File: src/rtl/cqb_pkg.sv
`timescale 1ns/1ps
package cqb_pkg;
  localparam int unsigned NUM_LINKS_DEF  = 16;
  localparam int unsigned POOL_CELLS_DEF = 118;
  localparam int unsigned DEF_LEN_DEF    = 7;

  typedef enum logic [1:0] {
    STS_HOLD = 2'd0,
    STS_SET  = 2'd1,
    STS_CLR  = 2'd2
  } sts_op_e;
endpackage

File: src/rtl/cqb_pool_ctr.sv
`timescale 1ns/1ps
module cqb_pool_ctr #(
  parameter int unsigned POOL_CELLS = 118,
  parameter int unsigned CNT_W      = 7
) (
  input  logic             clk_i,
  input  logic             rst_ni,
  input  logic             take_i,
  input  logic             give_i,
  output logic [CNT_W-1:0] free_o,
  output logic             room_o
);
  logic [CNT_W-1:0] free_q, free_d;

  always_comb begin
    free_d = free_q;
    unique case ({take_i, give_i})
      2'b10:   free_d = free_q - CNT_W'(1);
      2'b01:   free_d = free_q + CNT_W'(1);
      default: free_d = free_q;
    endcase
  end

  always_ff @(posedge clk_i or negedge rst_ni) begin
    if (!rst_ni) free_q <= CNT_W'(POOL_CELLS);
    else         free_q <= free_d;
  end

  assign free_o = free_q;
  assign room_o = (free_q != '0);
endmodule

File: src/rtl/cqb_link_occ.sv
`timescale 1ns/1ps
module cqb_link_occ #(
  parameter int unsigned CNT_W   = 7,
  parameter int unsigned DEF_LEN = 7
) (
  input  logic             clk_i,
  input  logic             rst_ni,
  input  logic             len_we_i,
  input  logic [CNT_W-1:0] len_i,
  input  logic             inc_i,
  input  logic             dec_req_i,
  output logic [CNT_W-1:0] occ_o,
  output logic             room_o,
  output logic             empty_o
);
  logic [CNT_W-1:0] occ_q, occ_d, len_q;
  logic             dec_ok;

  assign empty_o = (occ_q == '0);
  assign dec_ok  = dec_req_i & ~empty_o;

  always_comb begin
    occ_d = occ_q;
    unique case ({inc_i, dec_ok})
      2'b10:   occ_d = occ_q + CNT_W'(1);
      2'b01:   occ_d = occ_q - CNT_W'(1);
      default: occ_d = occ_q;
    endcase
  end

  always_ff @(posedge clk_i or negedge rst_ni) begin
    if (!rst_ni) begin
      occ_q <= '0;
      len_q <= CNT_W'(DEF_LEN);
    end else begin
      occ_q <= occ_d;
      if (len_we_i) len_q <= len_i;
    end
  end

  assign occ_o  = occ_q;
  assign room_o = (occ_q < len_q);
endmodule

File: src/rtl/cqb_sts_flag.sv
`timescale 1ns/1ps
module cqb_sts_flag
  import cqb_pkg::*;
(
  input  logic clk_i,
  input  logic rst_ni,
  input  logic full_refuse_i,
  input  logic sts_wr_i,
  input  logic sts_wdata_i,
  input  logic deq_empty_i,
  output logic sts_o,
  output logic deq_err_o
);
  sts_op_e op;
  logic    sts_q, err_q;

  // set dominates a same-cycle clear
  always_comb begin
    if (full_refuse_i)                op = STS_SET;
    else if (sts_wr_i && !sts_wdata_i) op = STS_CLR;
    else                              op = STS_HOLD;
  end

  always_ff @(posedge clk_i or negedge rst_ni) begin
    if (!rst_ni) begin
      sts_q <= 1'b0;
      err_q <= 1'b0;
    end else begin
      err_q <= deq_empty_i;
      unique case (op)
        STS_SET: sts_q <= 1'b1;
        STS_CLR: sts_q <= 1'b0;
        default: sts_q <= sts_q;
      endcase
    end
  end

  assign sts_o     = sts_q;
  assign deq_err_o = err_q;
endmodule

File: src/rtl/cell_quota_buf.sv
`timescale 1ns/1ps
module cell_quota_buf
  import cqb_pkg::*;
#(
  parameter int unsigned NUM_LINKS  = NUM_LINKS_DEF,
  parameter int unsigned POOL_CELLS = POOL_CELLS_DEF,
  parameter int unsigned DEF_LEN    = DEF_LEN_DEF,
  localparam int unsigned LINK_W    = (NUM_LINKS > 1) ? $clog2(NUM_LINKS) : 1,
  localparam int unsigned CNT_W     = $clog2(POOL_CELLS + 1)
) (
  input  logic                 clk_i,
  input  logic                 rst_ni,
  input  logic                 cfg_we_i,
  input  logic [LINK_W-1:0]    cfg_link_i,
  input  logic [CNT_W-1:0]     cfg_len_i,
  input  logic                 enq_valid_i,
  input  logic [LINK_W-1:0]    enq_link_i,
  output logic                 enq_accept_o,
  input  logic                 deq_valid_i,
  input  logic [LINK_W-1:0]    deq_link_i,
  output logic                 deq_err_o,
  output logic [NUM_LINKS-1:0] clav_o,
  input  logic                 sts_wr_i,
  input  logic                 sts_wdata_i,
  output logic                 sts_nofree_o
);
  logic [NUM_LINKS-1:0]            link_room, link_empty;
  logic [NUM_LINKS-1:0][CNT_W-1:0] link_occ;
  logic [CNT_W-1:0]                pool_free;
  logic                            pool_room;
  logic                            enq_in_range, deq_in_range;
  logic                            deq_hit, deq_empty;

  assign enq_in_range = (32'(enq_link_i) < NUM_LINKS);
  assign deq_in_range = (32'(deq_link_i) < NUM_LINKS);

  assign enq_accept_o = enq_valid_i & enq_in_range & pool_room & link_room[enq_link_i];
  assign deq_hit      = deq_valid_i & deq_in_range & ~link_empty[deq_link_i];
  assign deq_empty    = deq_valid_i & deq_in_range & link_empty[deq_link_i];

  for (genvar g = 0; g < NUM_LINKS; g++) begin : g_link
    cqb_link_occ #(
      .CNT_W  (CNT_W),
      .DEF_LEN(DEF_LEN)
    ) u_occ (
      .clk_i    (clk_i),
      .rst_ni   (rst_ni),
      .len_we_i (cfg_we_i && (32'(cfg_link_i) == g)),
      .len_i    (cfg_len_i),
      .inc_i    (enq_accept_o && (32'(enq_link_i) == g)),
      .dec_req_i(deq_valid_i && (32'(deq_link_i) == g)),
      .occ_o    (link_occ[g]),
      .room_o   (link_room[g]),
      .empty_o  (link_empty[g])
    );
    assign clav_o[g] = link_room[g] & pool_room;
  end

  cqb_pool_ctr #(
    .POOL_CELLS(POOL_CELLS),
    .CNT_W     (CNT_W)
  ) u_pool (
    .clk_i (clk_i),
    .rst_ni(rst_ni),
    .take_i(enq_accept_o),
    .give_i(deq_hit),
    .free_o(pool_free),
    .room_o(pool_room)
  );

  cqb_sts_flag u_sts (
    .clk_i        (clk_i),
    .rst_ni       (rst_ni),
    .full_refuse_i(enq_valid_i & ~pool_room),
    .sts_wr_i     (sts_wr_i),
    .sts_wdata_i  (sts_wdata_i),
    .deq_empty_i  (deq_empty),
    .sts_o        (sts_nofree_o),
    .deq_err_o    (deq_err_o)
  );
endmodule

File: config.mk
export PLATFORM = sky130hd
export DESIGN_NAME = cell_quota_buf
export DESIGN_NICKNAME = d
export VERILOG_FILES = /design/src/rtl/cqb_pkg.sv /design/src/rtl/cqb_pool_ctr.sv /design/src/rtl/cqb_link_occ.sv /design/src/rtl/cqb_sts_flag.sv /design/src/rtl/cell_quota_buf.sv
export SDC_FILE = /design/constraint.sdc
export NUM_CORES = 1
export LEC_CHECK = 0
export BUFFER_PORTS_ARGS = -buffer_cell sky130_fd_sc_hd__buf_4
export CORE_MARGIN = 3
export CORE_UTILIZATION = 45
export CTS_CLUSTER_SIZE = 14
export DETAILED_ROUTE_END_ITERATION = 10
export GPL_ROUTABILITY_DRIVEN = 0
export HOLD_SLACK_MARGIN = 0.03
export PLACE_DENSITY_LB_ADDON = 0.2
export SYNTH_ARGS = -nofsm -noshare
export SYNTH_HDL_FRONTEND = slang
export SYNTH_SLANG_ARGS = --single-unit
export TNS_END_PERCENT = 100
File: constraint.sdc
create_clock -name clk_i -period 4.15 [get_ports clk_i]
set_input_delay 0.2075 -clock clk_i [delete_from_list [all_inputs] [get_ports clk_i]]
set_output_delay 0.2075 -clock clk_i [all_outputs]
set_load 0.005 [all_outputs]
After elaboration in Yosys (flattened, before gate mapping):

Index checks and enable logic that the tools add are counted.

* latch bits: 0
* flip-flop bits (word level): 233
* ROM bits: 0
* logic and storage cells: 335
* memories: 0
* RAM bits: 0

* multipliers: 0
* $lt $le $gt $ge: 18
* div/mod/pow operators: 0
* bitwise operators: 55
* muxes and demuxes: 24
* shift-type cells: 0
* add/subtract/negate cells: 34
* reduce and logical (&&, ||, !) cells: 88
* equal/unequal tests: 81

Operator list (number)
* 7-bit one-hot mux with 2 select lines: 17
* 7-bit by 1-bit adder with 7-bit output (second input constant): 17
* 7-bit by 1-bit subtractor with 7-bit output (second input constant): 17
* 7-bit logical NOT: 16
* 7-bit less-than comparator: 16
* 4-bit equality test (second input constant): 24
* 1-bit logical AND: 49
* 4-bit by 3-bit equality test with 1-bit output (second input constant): 12
* 1-bit bitwise AND: 37
* 2-bit by 1-bit equality test with 1-bit output (second input constant): 18
* 2-bit equality test (second input constant): 18
* 2-bit nonzero test: 18
* 4-bit by 2-bit equality test with 1-bit output (second input constant): 6
* 1-bit NOT: 18
* 4-bit by 1-bit equality test with 1-bit output (second input constant): 3
* 4-bit logical NOT: 3
* 4-bit by 5-bit less-than comparator with 1-bit output (second input constant): 2
* 1-bit binary-select mux with 4-bit select: 2
* 7-bit nonzero test: 1
* 2-bit 2-to-1 mux: 2
* 1-bit 2-to-1 mux: 2
* 1-bit one-hot mux with 2 select lines: 1
* 1-bit logical NOT: 1

Depth between registers and ports, before layout:

* depth in word-level cells: 7
* gate-level depth with buffers: 20
* depth with buffers taken out: 19

Cells and area by module:

From an unflattened synthesis, not the netlist that was laid out.

* cell total of the unflattened synthesis: 1830
* area, all modules: 16679.7 sq um

By module, submodules not included
* cqb_link_occ: cells each 104, area an instance 960.9 sq um, sequential area each 354.1 sq um, times used 16
* cell_quota_buf: cells each 108, area an instance 703.2 sq um, sequential area each 0.0 sq um, times used 1
* cqb_pool_ctr: cells each 54, area an instance 538.0 sq um, sequential area each 181.4 sq um, times used 1
* cqb_sts_flag: cells each 4, area an instance 63.8 sq um, sequential area each 50.0 sq um, times used 1

Worst setup path after synthesis:

No wires, ideal clock.

* path kind: reg-to-reg
* start: register g_link[13].u_occ.len_q[1]
* end: register g_link[4].u_occ.occ_q[6]
* buffers on the path: 0
* setup slack: 147 ps
* required time: 4071 ps
* stages on the path, launching flop included: 18
* arrival: 3924 ps
* setup time: 79 ps
* cells stage by stage: dfstp_2 -> inv_1 -> ha_1 -> a211oi_2 -> nor3_1 -> o311a_4 -> a2111oi_4 -> o2111ai_2 -> or4_1 -> ha_1 -> ha_1 -> nor2b_1 -> o21a_1 -> o21ai_0 -> a21boi_0 -> o21a_1 -> nor3_1 -> xor2_1

* word-level cells in the longest chain between the ends: 7
* elaborated cells on any way between the ends: 9
* those cells by class: 1 x order compare; 2 x eq/ne; 3 x mux; 1 x bitwise; 2 x reduce/logical

Ends and longest elaborated chain
* from (decl): line cqb_link_occ.sv:16 `logic [CNT_W-1:0] occ_q, occ_d, len_q;`
* from (signal assigned): line cqb_link_occ.sv:34 `len_q <= CNT_W'(DEF_LEN);`
* from (signal assigned): line cqb_link_occ.sv:37 `if (len_we_i) len_q <= len_i;`
* 7-bit less-than comparator *: line cqb_link_occ.sv:42 `assign room_o = (occ_q < len_q);`
* 1-bit binary-select mux with 4-bit select *: line cell_quota_buf.sv:37 `assign enq_accept_o = enq_valid_i & enq_in_range & pool_room & link_room[enq_link_i];`
* 1-bit 2-to-1 mux (not written as such) *: line cell_quota_buf.sv:37
* 1-bit bitwise AND *: line cell_quota_buf.sv:37
* 1-bit logical AND *: line cell_quota_buf.sv:50 `.inc_i (enq_accept_o && (32'(enq_link_i) == g)),`
* 2-bit by 1-bit equality test with 1-bit output or 2-bit equality test (tied branches): line cqb_link_occ.sv:24 `unique case ({inc_i, dec_ok})`
* 7-bit one-hot mux with 2 select lines or 2-bit nonzero test (tied branches)
* to (signal assigned): line cqb_link_occ.sv:33 `occ_q <= '0;`
* to (signal assigned): line cqb_link_occ.sv:36 `occ_q <= occ_d;`
* to (decl): line cqb_link_occ.sv:16

Mark *: on every way between the ends. The rest lies on a longest branch, timed or not. The select of a mux whose other input is x is not followed.
A chain may end at the register's enable or synchronous reset.

Final worst setup path:

* start: register g_link[1].u_occ.len_q[2]
* end: register g_link[10].u_occ.occ_q[6]

* word-level cells in the longest chain between the ends: 7
* elaborated cells on any way between the ends: 9
* those cells by class: 1 x order compare; 2 x eq/ne; 3 x mux; 1 x bitwise; 2 x reduce/logical

Ends and longest elaborated chain (line)
* from (decl): cqb_link_occ.sv:16
* from (signal assigned): cqb_link_occ.sv:34
* from (signal assigned): cqb_link_occ.sv:37
* 7-bit less-than comparator *: cqb_link_occ.sv:42
* 1-bit binary-select mux with 4-bit select *: cell_quota_buf.sv:37
* 1-bit 2-to-1 mux (not written as such) *: cell_quota_buf.sv:37
* 1-bit bitwise AND *: cell_quota_buf.sv:37
* 1-bit logical AND *: cell_quota_buf.sv:50
* 2-bit by 1-bit equality test with 1-bit output or 2-bit equality test (tied branches): cqb_link_occ.sv:24
* 7-bit one-hot mux with 2 select lines or 2-bit nonzero test (tied branches)
* to (signal assigned): cqb_link_occ.sv:33
* to (signal assigned): cqb_link_occ.sv:36
* to (decl): cqb_link_occ.sv:16

Marked as above.

==> results.cfg <==
[layout]
finalNonFillerCells = 2290
drive_gt1_share_pct = 28.4
syn2layout_area_growth_pct = 24.9
fin_nets = 2060
fin_util_pct = 57.4
num-fill-cells = 2889
design_area_sq_um = 19300

[floorplanning]
die_x_um = 191
io-pin-count = 45
start_util_pct = 45.9
rows = 67
die_height_um = 191
die_area_sq_um = 36700
core_area_sq_um = 33700

[placed_design]
postPlaceCellArea_sq_um = 17300
dp.cells = 2206
pre_cts_slack_ps = -447
dp_hpwl_mm = 28.3
numPortBuffers = 44

[timing]
period_minus_slack_ps = 4180
clock_skew_ps = 10.7
timing.hold.ws_ps = 47.0
max_freq_mhz = 239
worstMarginPinSlew_ps = 933
setup_viol = 2
final_hold_viol_count = 0
max_slew_margin_pct = 36.9
tns_ps = -42.6
rsz0062_at_grt = true
slew_viol_final = 0
finalCritPeriodShare_pct = 101
layout_setup_ws_ps = -25.9

[synthesis]
yosysSeqAreaShare_pct = 38.1
synthFlopType = dfrtp_1
synthCells = 1619
ys_ff_latch = 233
synth_edf_count = 0
synthesis.nets = 1860
synth_area_per_cell_sq_um = 9.56
synth_area_sq_um = 15500
ys_types = 60
synthArstFlopShare_pct = 100
ys_warn_count = 0

[clocking]
clkTransAtPathRegs_ps = 60
clockBufferDepth = 3
htree_levels = 1
tritoncts = done
cts_buffers = 28
cts-root-buf = clkbuf_16
insertion_delay_ps = 550
clkSinkCount = 233

[routing]
drc_errors = 0
postRouteAntennaNets = 0
drt_wl_total_mm = 39.5
wire_per_inst_um = 17.2
drt-pass1-iter-count = 5
drt_iter0_drc = 668
vias = 12200
avgViaCountPerCell = 5.31

[critical_path]
worst-setup-path-type = flip-flop to flip-flop
crit_required_ps = 4570
crit_path_max_fanout = 3
cp-end-kind = flip-flop
path_cells = inv_2 > ha_4 > a21o_1 > a31oi_1 > o21ai_1 > and3_4 > nor4_4 > buf_4 > nand3_4 > or4_4 > ha_4 > inv_2 > fa_2 > nor2b_4 > o21ai_2 > a21oi_2 > o21a_1 > buf_4 > nor3_1 > nor3_2 > xor2_1
start_kind = flip-flop
crit_path_top_delay_cell = or4_4
worstPathArrival_ps = 4600
slowest_delay_ps = 580

[power_and_ir_drop]
p_total_mw = 10.9
power_density_nw_per_um2 = 565
peakVddDrop_mv = 0.319
leakage_nw = 9.02

[hold_path]
hold_class = input port to flip-flop

[global_route]
grt.overflow.total = 0
grt_max_degree = 116
grt_pass1_wl_mm = 63.9
antenna_found_initial = 3
grtUsageTotal_pct = 21.7
first_global_vias = 12500

[outcome]
outcome = complete, but fails checks
violations = setup timing

[flow_run]
cap_violations = 0
-- cells in the final DEF, fill, tap and decap left out, drive strengths merged, types with 4 or more instances in the layout --
cell type    count
bufinv           4
dfstp           53
or3              4
fa              17
dlygate4sd3      4
nor2b           35
a211oi           7
o21bai          14
or4             18
inv            181
a21boi           9
xnor2           43
nand3           19
nor3            48
clkbuf          39
o31ai            6
mux2            63
buf            213
xor2            56
a21o            29
and3            12
nand2b          18
o21ai          170
nor2            43
a31oi            4
o21a            30
ha             198
a21oi           76
nor4            23
nand4           15
nand2          161
dfrtp          180
clkinv           6
nor3b            6
-- path summary, 6_finish.rpt --
kind | start | endpoint | slack [ps] | depth (start not counted)
max | g_link[1].u_occ.len_q[2] | g_link[10].u_occ.occ_o[6] | -30 | 21
min reg2reg | g_link[6].u_occ.occ_o[6] | g_link[6].u_occ.occ_o[6] | 500 | 1
max in group asynchronous | rst_ni | g_link[6].u_occ.len_q[1] | 2790 | 3
min | cfg_len_i[1] | g_link[5].u_occ.len_q[1] | 50 | 3
max reg2reg | g_link[1].u_occ.len_q[2] | g_link[10].u_occ.occ_o[6] | -30 | 21
min in group asynchronous | rst_ni | g_link[0].u_occ.occ_o[5] | 340 | 2
-- cells in the mapped netlist, drive strengths merged (3+ instances only) --
| library cell | count | share of area (%) |
|---|---|---|
| nor2 | 43 | 1.0 |
| dfstp | 53 | 9.0 |
| o21a | 30 | 1.5 |
| nor4 | 23 | 1.1 |
| ha | 198 | 16 |
| dfrtp | 180 | 29 |
| fa | 17 | 2.2 |
| o21ai | 170 | 5.5 |
| xnor2 | 43 | 2.4 |
| a21boi | 9 | 0.44 |
| or4 | 18 | 0.87 |
| a31oi | 4 | 0.16 |
| nor2b | 35 | 1.4 |
| nand4 | 15 | 0.61 |
| a21o | 29 | 1.4 |
| nand2 | 161 | 3.9 |
| o311a | 3 | 0.27 |
| mux4 | 3 | 0.44 |
| mux2 | 63 | 4.6 |
| inv | 181 | 4.4 |
| nor3b | 6 | 0.29 |
| o31ai | 6 | 0.29 |
| o21bai | 14 | 0.68 |
| xor2 | 56 | 3.2 |
| nor3 | 48 | 1.6 |
| and3 | 12 | 0.48 |
| a21oi | 76 | 2.5 |
| and2 | 3 | 0.13 |
| clkbuf | 45 | 1.1 |
| nand2b | 18 | 0.73 |
| nand3 | 19 | 0.61 |
| or3 | 4 | 0.16 |
| a211oi | 7 | 0.37 |
| nand3b | 3 | 0.15 |
-- per-layer routing --
layer	part of all wire (%)	GRT usage, %	routed length (um)
met1	45	28.3	17600
met5	0	0	0
met2	48	37.2	19100
met3	3.6	2.93	1410
met4	3.3	7.65	1320
-- what timing repair did --
item,CTS,global route
setup endpoints to repair,47,42
setup buffers,7,20
endpoints found under the hold margin,86,0
hold buffers,4,0
resized for setup,90,104
pin swaps,42,93
-- power breakdown --
group | total [mW] | switching, mW | leakage, nW | internal, mW
sequential | 3.58 | 0.562 | 2.87 | 3.02
combinational | 4.80 | 2.32 | 5.69 | 2.48
clock | 2.56 | 0.981 | 0.468 | 1.57
total | 10.9 | 3.87 | 9.02 | 7.07
-- worst max-delay path, delay by kind of cell (launching register included) --
kind	cells	cell delay, ps
AOI/OAI and AO/OA	6	810
xor gates and xnor gates	1	140
adders and majority gates	3	630
buffers and inverters	4	420
DFF	1	540
and+or+nand+nor	7	1490
-- final cells by class --
cell class                 instances  area, sq um  share of cell area (%)
antenna                            2         5.00                  0.0259
clock buffer                      39          793                    4.10
clock inverter                    12          165                   0.854
inverter                         181          682                    3.53
multi-input combinational       1158         9560                    49.4
sequential                       233         5900                    30.5
tap                              448          561                    2.90
timing repair buffer             217         1670                    8.66
-- state kept, by name (all words and copies together), names as in the netlist --
register / cells
g_link.u_occ.occ_o: 112
g_link.u_occ.len_q: 112
u_sts.deq_err_o: 1
u_pool.free_o: 7
u_sts.sts_o: 1
-- kinds of logic (layout without fill, tap and decap cells) --
family,after synthesis,count (layout),share of synthesized area (%)
simple gates,413,413,13.4
mux,66,66,5.02
compound gates,365,365,14.2
fa+ha+maj,215,215,18.2
xor+xnor,99,99,5.60
other cells,0,2,0
flops,233,233,38.1
buf+inv,228,449,5.54
Power figures use the tool's default switching activity.
